==> src/rtl/lookahead_pkg.sv <==
package lookahead_pkg;

  // Propagate / generate pair carried through the merge tree.
  typedef struct packed {
    logic prop;
    logic gen;
  } pgPair_t;

  // First node index of tree level k, where level 0 holds the bit terms.
  function automatic int levelBase(input int width, input int k);
    return 2 * width - ((2 * width) >> k);
  endfunction

endpackage

==> src/rtl/bit_pg_cell.sv <==
module bit_pg_cell
  import lookahead_pkg::*;
(
  input  logic    aBit,
  input  logic    bBit,
  output pgPair_t bitPg
);

  always_comb begin
    bitPg.prop = aBit ^ bBit;
    bitPg.gen  = aBit & bBit;
  end

  // a single bit cannot both pass and create a carry
  always_comb begin
    assert_bit_exclusive_R6: assert (!(bitPg.prop && bitPg.gen))
      else $error("bit cell reports both prop and gen");
  end

endmodule

==> src/rtl/pg_merge_cell.sv <==
module pg_merge_cell
  import lookahead_pkg::*;
(
  input  pgPair_t loPg,
  input  pgPair_t hiPg,
  output pgPair_t outPg
);

  always_comb begin
    outPg.prop = loPg.prop & hiPg.prop;
    outPg.gen  = hiPg.gen | (hiPg.prop & loPg.gen);
  end

  // exclusive children must give an exclusive parent
  always_comb begin
    if (!(loPg.prop && loPg.gen) && !(hiPg.prop && hiPg.gen)) begin
      assert_merge_exclusive_R6: assert (!(outPg.prop && outPg.gen))
        else $error("merged group reports both prop and gen");
    end
  end

endmodule

==> src/rtl/carry_split_cell.sv <==
module carry_split_cell
  import lookahead_pkg::*;
(
  input  logic    parentCarry,
  input  pgPair_t loPg,
  output logic    loCarry,
  output logic    hiCarry
);

  always_comb begin
    loCarry = parentCarry;
    hiCarry = loPg.gen | (loPg.prop & parentCarry);
  end

  // the low half's group terms decide the carry into the high half
  always_comb begin
    if (loPg.gen) begin
      assert_split_gen_R5: assert (hiCarry)
        else $error("generating low half did not carry");
    end
    if (!loPg.gen && !loPg.prop) begin
      assert_split_kill_R5: assert (!hiCarry)
        else $error("killing low half passed a carry");
    end
  end

endmodule

==> src/rtl/pg_tree.sv <==
module pg_tree
  import lookahead_pkg::*;
#(
  parameter int WIDTH = 8
) (
  input  pgPair_t [WIDTH-1:0] bitPg,
  input  logic                carryIn,
  output logic    [WIDTH-1:0] bitCarry,
  output pgPair_t             topPg
);

  localparam int LEVELS = $clog2(WIDTH);
  localparam int NODES  = 2 * WIDTH - 1;
  localparam int ROOT   = NODES - 1;

  pgPair_t [NODES-1:0] nodePg;
  logic    [NODES-1:0] nodeCarry;

  for (genvar i = 0; i < WIDTH; i++) begin : g_leaf
    assign nodePg[i]   = bitPg[i];
    assign bitCarry[i] = nodeCarry[i];
  end

  for (genvar k = 1; k <= LEVELS; k++) begin : g_level
    for (genvar j = 0; j < (WIDTH >> k); j++) begin : g_node
      localparam int PARENT = levelBase(WIDTH, k) + j;
      localparam int LO     = levelBase(WIDTH, k - 1) + 2 * j;
      localparam int HI     = LO + 1;

      pg_merge_cell u_merge (
        .loPg (nodePg[LO]),
        .hiPg (nodePg[HI]),
        .outPg(nodePg[PARENT])
      );

      carry_split_cell u_split (
        .parentCarry(nodeCarry[PARENT]),
        .loPg       (nodePg[LO]),
        .loCarry    (nodeCarry[LO]),
        .hiCarry    (nodeCarry[HI])
      );
    end
  end

  assign nodeCarry[ROOT] = carryIn;
  assign topPg           = nodePg[ROOT];

  // the carry into bit 0 is the block carry-in, with no state between
  always_comb begin
    assert_bit0_carry_R7: assert (bitCarry[0] == carryIn)
      else $error("carry into bit 0 differs from carry-in");
  end

endmodule

==> src/rtl/lookahead_adder.sv <==
module lookahead_adder
  import lookahead_pkg::*;
#(
  parameter int WIDTH = 8
) (
  input  logic [WIDTH-1:0] opA,
  input  logic [WIDTH-1:0] opB,
  input  logic             carryIn,
  output logic [WIDTH-1:0] sum,
  output logic             carryOut,
  output logic             groupProp,
  output logic             groupGen
);

  pgPair_t [WIDTH-1:0] bitPg;
  logic    [WIDTH-1:0] bitCarry;
  pgPair_t             topPg;

  for (genvar i = 0; i < WIDTH; i++) begin : g_bit
    bit_pg_cell u_cell (
      .aBit (opA[i]),
      .bBit (opB[i]),
      .bitPg(bitPg[i])
    );
    assign sum[i] = bitPg[i].prop ^ bitCarry[i];
  end

  pg_tree #(.WIDTH(WIDTH)) u_tree (
    .bitPg   (bitPg),
    .carryIn (carryIn),
    .bitCarry(bitCarry),
    .topPg   (topPg)
  );

  assign groupProp = topPg.prop;
  assign groupGen  = topPg.gen;
  assign carryOut  = topPg.gen | (topPg.prop & carryIn);

  // Arithmetic reference used only by the assertions below.
  logic [WIDTH:0] refTotal;
  logic [WIDTH:0] refNoCin;
  assign refTotal = {1'b0, opA} + {1'b0, opB} + {{WIDTH{1'b0}}, carryIn};
  assign refNoCin = {1'b0, opA} + {1'b0, opB};

  always_comb begin
    assert_sum_R1: assert (sum == refTotal[WIDTH-1:0])
      else $error("sum differs from arithmetic total");
    assert_carry_out_R2: assert (carryOut == refTotal[WIDTH])
      else $error("carry-out differs from arithmetic total");
    assert_group_prop_R3: assert (groupProp == (&(opA ^ opB)))
      else $error("group propagate wrong");
    assert_group_gen_R4: assert (groupGen == refNoCin[WIDTH])
      else $error("group generate wrong");
  end

endmodule

==> config.mk <==
export PLATFORM = sky130hd
export DESIGN_NAME = lookahead_adder
export DESIGN_NICKNAME = d
export VERILOG_FILES = /design/src/rtl/lookahead_pkg.sv /design/src/rtl/bit_pg_cell.sv /design/src/rtl/pg_merge_cell.sv /design/src/rtl/carry_split_cell.sv /design/src/rtl/pg_tree.sv /design/src/rtl/lookahead_adder.sv
export SDC_FILE = /design/constraint.sdc
export NUM_CORES = 1
export LEC_CHECK = 0
export BUFFER_PORTS_ARGS = -buffer_cell sky130_fd_sc_hd__buf_2
export CAP_MARGIN = 40
export CORE_AREA = 8 8 45 47
export DETAILED_ROUTE_END_ITERATION = 8
export DIE_AREA = 0 0 53 55
export PLACE_DENSITY = 0.62
export REMOVE_ABC_BUFFERS = 1
export SYNTH_ARGS = -nofsm -noshare
export SYNTH_HDL_FRONTEND = slang
export SYNTH_SLANG_ARGS = --single-unit
==> constraint.sdc <==
create_clock -name vclk -period 5.34
set_input_delay 1.602 -clock vclk [all_inputs]
set_output_delay 1.602 -clock vclk [all_outputs]
set_load 0.01 [all_outputs]
## Yosys cells after proc, flatten, opt, wreduce, memory -nomap -nowiden

Cells that the tools add are included.

| word-level totals | value |
|---|---|
| flip-flop bits (word level) | 0 |
| input port bits | 17 |
| output and inout bits | 11 |

| cells by class | value |
|---|---|
| bitwise operators | 61 |

Operator list:

| cell | count |
|---|---|
| AND 1 bit | 30 |
| bitwise XOR 1 bit | 16 |
| bitwise OR 1 bit | 15 |

## Depth between registers and ports, before layout

| logic depth | value |
|---|---|
| depth after elaboration | 11 |
| mapped depth | 7 |
| gate-level depth less buffers | 7 |

## Cells and area by module

From an unflattened synthesis, not the netlist that was laid out.

| unflattened totals | value |
|---|---|
| cell total of the unflattened synthesis | 53 |
| area total of the unflattened synthesis | 439.2 sq um |

Modules (own cells, without submodules):

| module | times used | cells an instance | area an instance (sq um) |
|---|---|---|---|
| carry_split_cell | 7 | 2 | 15.0 |
| bit_pg_cell | 8 | 1 | 12.5 |
| pg_merge_cell | 7 | 2 | 13.8 |
| lookahead_adder | 1 | 9 | 77.6 |
| pg_tree | 1 | 8 | 60.1 |

## Worst setup path before layout

Ideal clock, no wire load.

| timing | value |
|---|---|
| path kind | in2out |
| start point | in opA[1] |
| end point | out sum[7] |
| arrival | 2957 ps |
| slack | 781 ps |
| stages on the path | 7 |
| buffers on the path | 0 |
| path through | ha_1 nand3_1 nor2_1 nor3_1 a21oi_1 fa_1 xor2_1 |

| between the ends | value |
|---|---|
| longest elaborated chain between the ends | 11 |
| elaborated cells on any way between the ends | 15 |
| those cells by class | bitwise: 15 |

Ends and longest elaborated chain:

| element | line | RTL |
|---|---|---|
| start, declared | lookahead_adder.sv:6 | `input logic [WIDTH-1:0] opA,` |
| bitwise XOR 1 bit | bit_pg_cell.sv:10 | `bitPg.prop = aBit ^ bBit;` |
| AND 1 bit | pg_merge_cell.sv:11 | `outPg.gen = hiPg.gen \| (hiPg.prop & loPg.gen);` |
| bitwise OR 1 bit | pg_merge_cell.sv:11 |  |
| AND 1 bit | pg_merge_cell.sv:11 |  |
| bitwise OR 1 bit | pg_merge_cell.sv:11 |  |
| bitwise OR 1 bit (*) | carry_split_cell.sv:12 | `hiCarry = loPg.gen \| (loPg.prop & parentCarry);` |
| AND 1 bit (*) | carry_split_cell.sv:12 |  |
| bitwise OR 1 bit (*) | carry_split_cell.sv:12 |  |
| AND 1 bit (*) | carry_split_cell.sv:12 |  |
| bitwise OR 1 bit (*) | carry_split_cell.sv:12 |  |
| bitwise XOR 1 bit (*) | lookahead_adder.sv:25 | `assign sum[i] = bitPg[i].prop ^ bitCarry[i];` |
| end, declared | lookahead_adder.sv:9 | `output logic [WIDTH-1:0] sum,` |

Mark *: on every way between the ends. The rest lies on a longest branch, timed or not.

## Final worst setup path

Ends and elaborated chain as after synthesis.

==> flow_summary.yaml <==
grt:
  grt_pass1_vias: 444
  grt_use_met1: 0.0700
  antenna_found_initial: 0
  busiest_layer: "met2"
  grt_max_degree: 6
  grt_pass1_wl_mm: 1.61
  use_met2: 0.133
  grt_overflow: 0
  gr-usage-all-layers: 0.0656
  grt_use_met3: 0.0160
critical_path:
  required_ps: 3740
  arrival_ps: 3180
  path_max_fanout: 4
  startpoint: "opA[1]"
  start_kind: "input port"
  end_kind: "primary output"
  crit_type: "in -> out"
min_path:
  hold_path_class: "in -> out"
  min_path_cells: 3
  worstHoldEndpoint: "sum[4]"
  holdCritStartpoint: "opB[4]"
drt:
  finalWirelength_um: 897
  vias: 391
  antenna_left: 0
  drc: 0
  wl_per_cell_um: 10.4
  firstDrtPassIters: 1
  viasPerCell: 4.55
  drtIter0Drc: 0
floorplan:
  ios: 28
  initial_core_util: 0.255
  die_h_um: 55
  num_rows: 14
  die_area_sq_um: 2920
  die_width_um: 53
  fp.coreArea_sq_um: 1380
place:
  dp.cells: 86
  portBuffers: 28
  dpl.hpwl_um: 884
  placedInstanceArea_sq_um: 513
  gp_congestion: 0.658
synthesis:
  yosysUniqueCellTypes: 18
  synth_area_per_cell_sq_um: 8.40
  syn_inst: 42
  synth_warnings: 0
  synth_top_area_frac: 0.284
  synthTopCellsByArea: "ha_1 28%, fa_1 23%, xor2_1 7.4%"
  synth_area_sq_um: 353
  yosysSeqAreaShare: 0
  synth_top_area_cell: "ha_1"
sta:
  worst_pin_slew_ps: 206
  hold_violations: 0
  fin_tns_setup_ps: 0
  finalMaxSlewViolations: 0
  slew_headroom: 0.861
  rsz0062_at_grt: "no"
  setup_viol: 0
  finalCriticalPeriod_ps: 4780
  timing.final.crit_share: 0.896
  fmax_mhz: 209
  holdWs_ps: 3580
cells_and_area:
  seqCellArea_sq_um: 0
  final_cells: 86
  fin_nets: 101
  area_growth_pct: 45.4
  final_cell_area_sq_um: 513
  diodes: 0
  nClkBuffers: 0
  final_layout_size_suffix_gt1_frac: 0.457
  postLayoutCoreUtil: 0.371
  n_fill_cell: 149
  seq_cells: 0
job:
  cap_violations: 0
pwr:
  ir_drop_uv: 50.1
  p_per_area_nw_per_um2: 123
  leakagePower_nw: 0.283
clock_network:
  cts-resized-gates: 0
  cts_hold_buffers: 0
  postCtsSetupBuffers: 0
status:
  status: "finished, final reports clean"
[per-stage QoR]
step	power (mW)	worst slack, ps
finish	0.0630	556
global route	0.0726	414
CTS	0.0651	522
detailed placement	0.0649	531
global placement	0.0640	537
floorplan	0.0400	781
[per-layer routing]
layer  vias to the layer above  share of wire
met1                       172           0.39
met5                         -              0
met3                         0          0.090
li1                        204              -
met2                        15           0.52
met4                         0              0
[worst max path at each step]
stage	slack (ps)	end
6_report	560	sum[7]
5_1_grt	410	sum[7]
4_1_cts	520	sum[7]
3_5_place_dp	530	sum[7]
3_3_place_gp	540	sum[7]
2_1_floorplan	780	sum[7]
[cell type report]
| cell class | count | area [sq um] | area share |
|---|---|---|---|
| Multi-Input combinational cell | 38 | 338 | 0.659 |
| Timing Repair Buffer | 28 | 140 | 0.273 |
| Tap cell | 16 | 20.0 | 0.0390 |
| Inverter | 4 | 15.0 | 0.0293 |
[power breakdown]
part | switching (mW) | total (mW) | internal (mW)
Combinational | 0.0331 | 0.0630 | 0.0299
Sequential | 0 | 0 | 0
Clock | 0 | 0 | 0
Total | 0.0331 | 0.0630 | 0.0299
[critical path, cell delays in order]
cell and delay [ps]:
buf_2 100, ha_1 340, nand3_1 170, nor2_1 60, nor3_1 120, a21oi_1 110, fa_1 380, xor2_1 170
buf_2 140
[placed cells by master (no fill, tap or decap), drive strengths merged, types with 2 or more instances in the layout]
cell,netlist,final
buf,0,28
ha,8,8
inv,4,4
fa,4,4
a21oi,4,4
xor2,3,3
nand2,3,3
nor3,3,3
nor2,3,3
o21ai,2,2
[cells in the mapped netlist]
cell type,count
nor3_1,3
nand2_1,3
nor2_1,3
a21oi_1,3
ha_1,8
o21ai_0,2
a211oi_1,1
a21oi_2,1
fa_1,4
or2_2,1
nand4_1,1
xor2_1,3
nand3_1,1
or4_4,1
inv_1,4
or3_1,1
xnor2_1,1
o21a_2,1
[cells by family (layout without fill, tap and decap cells)]
logic type	Yosys count	in the layout	share of synthesized area
and+or+nand+nor	14	14	0.206
buffers and inverters	4	32	0.0425
xor gates and xnor gates	4	4	0.0993
AOI/OAI and AO/OA	8	8	0.142
adders and majority gates	12	12	0.511
Power figures use the tool's default switching activity.
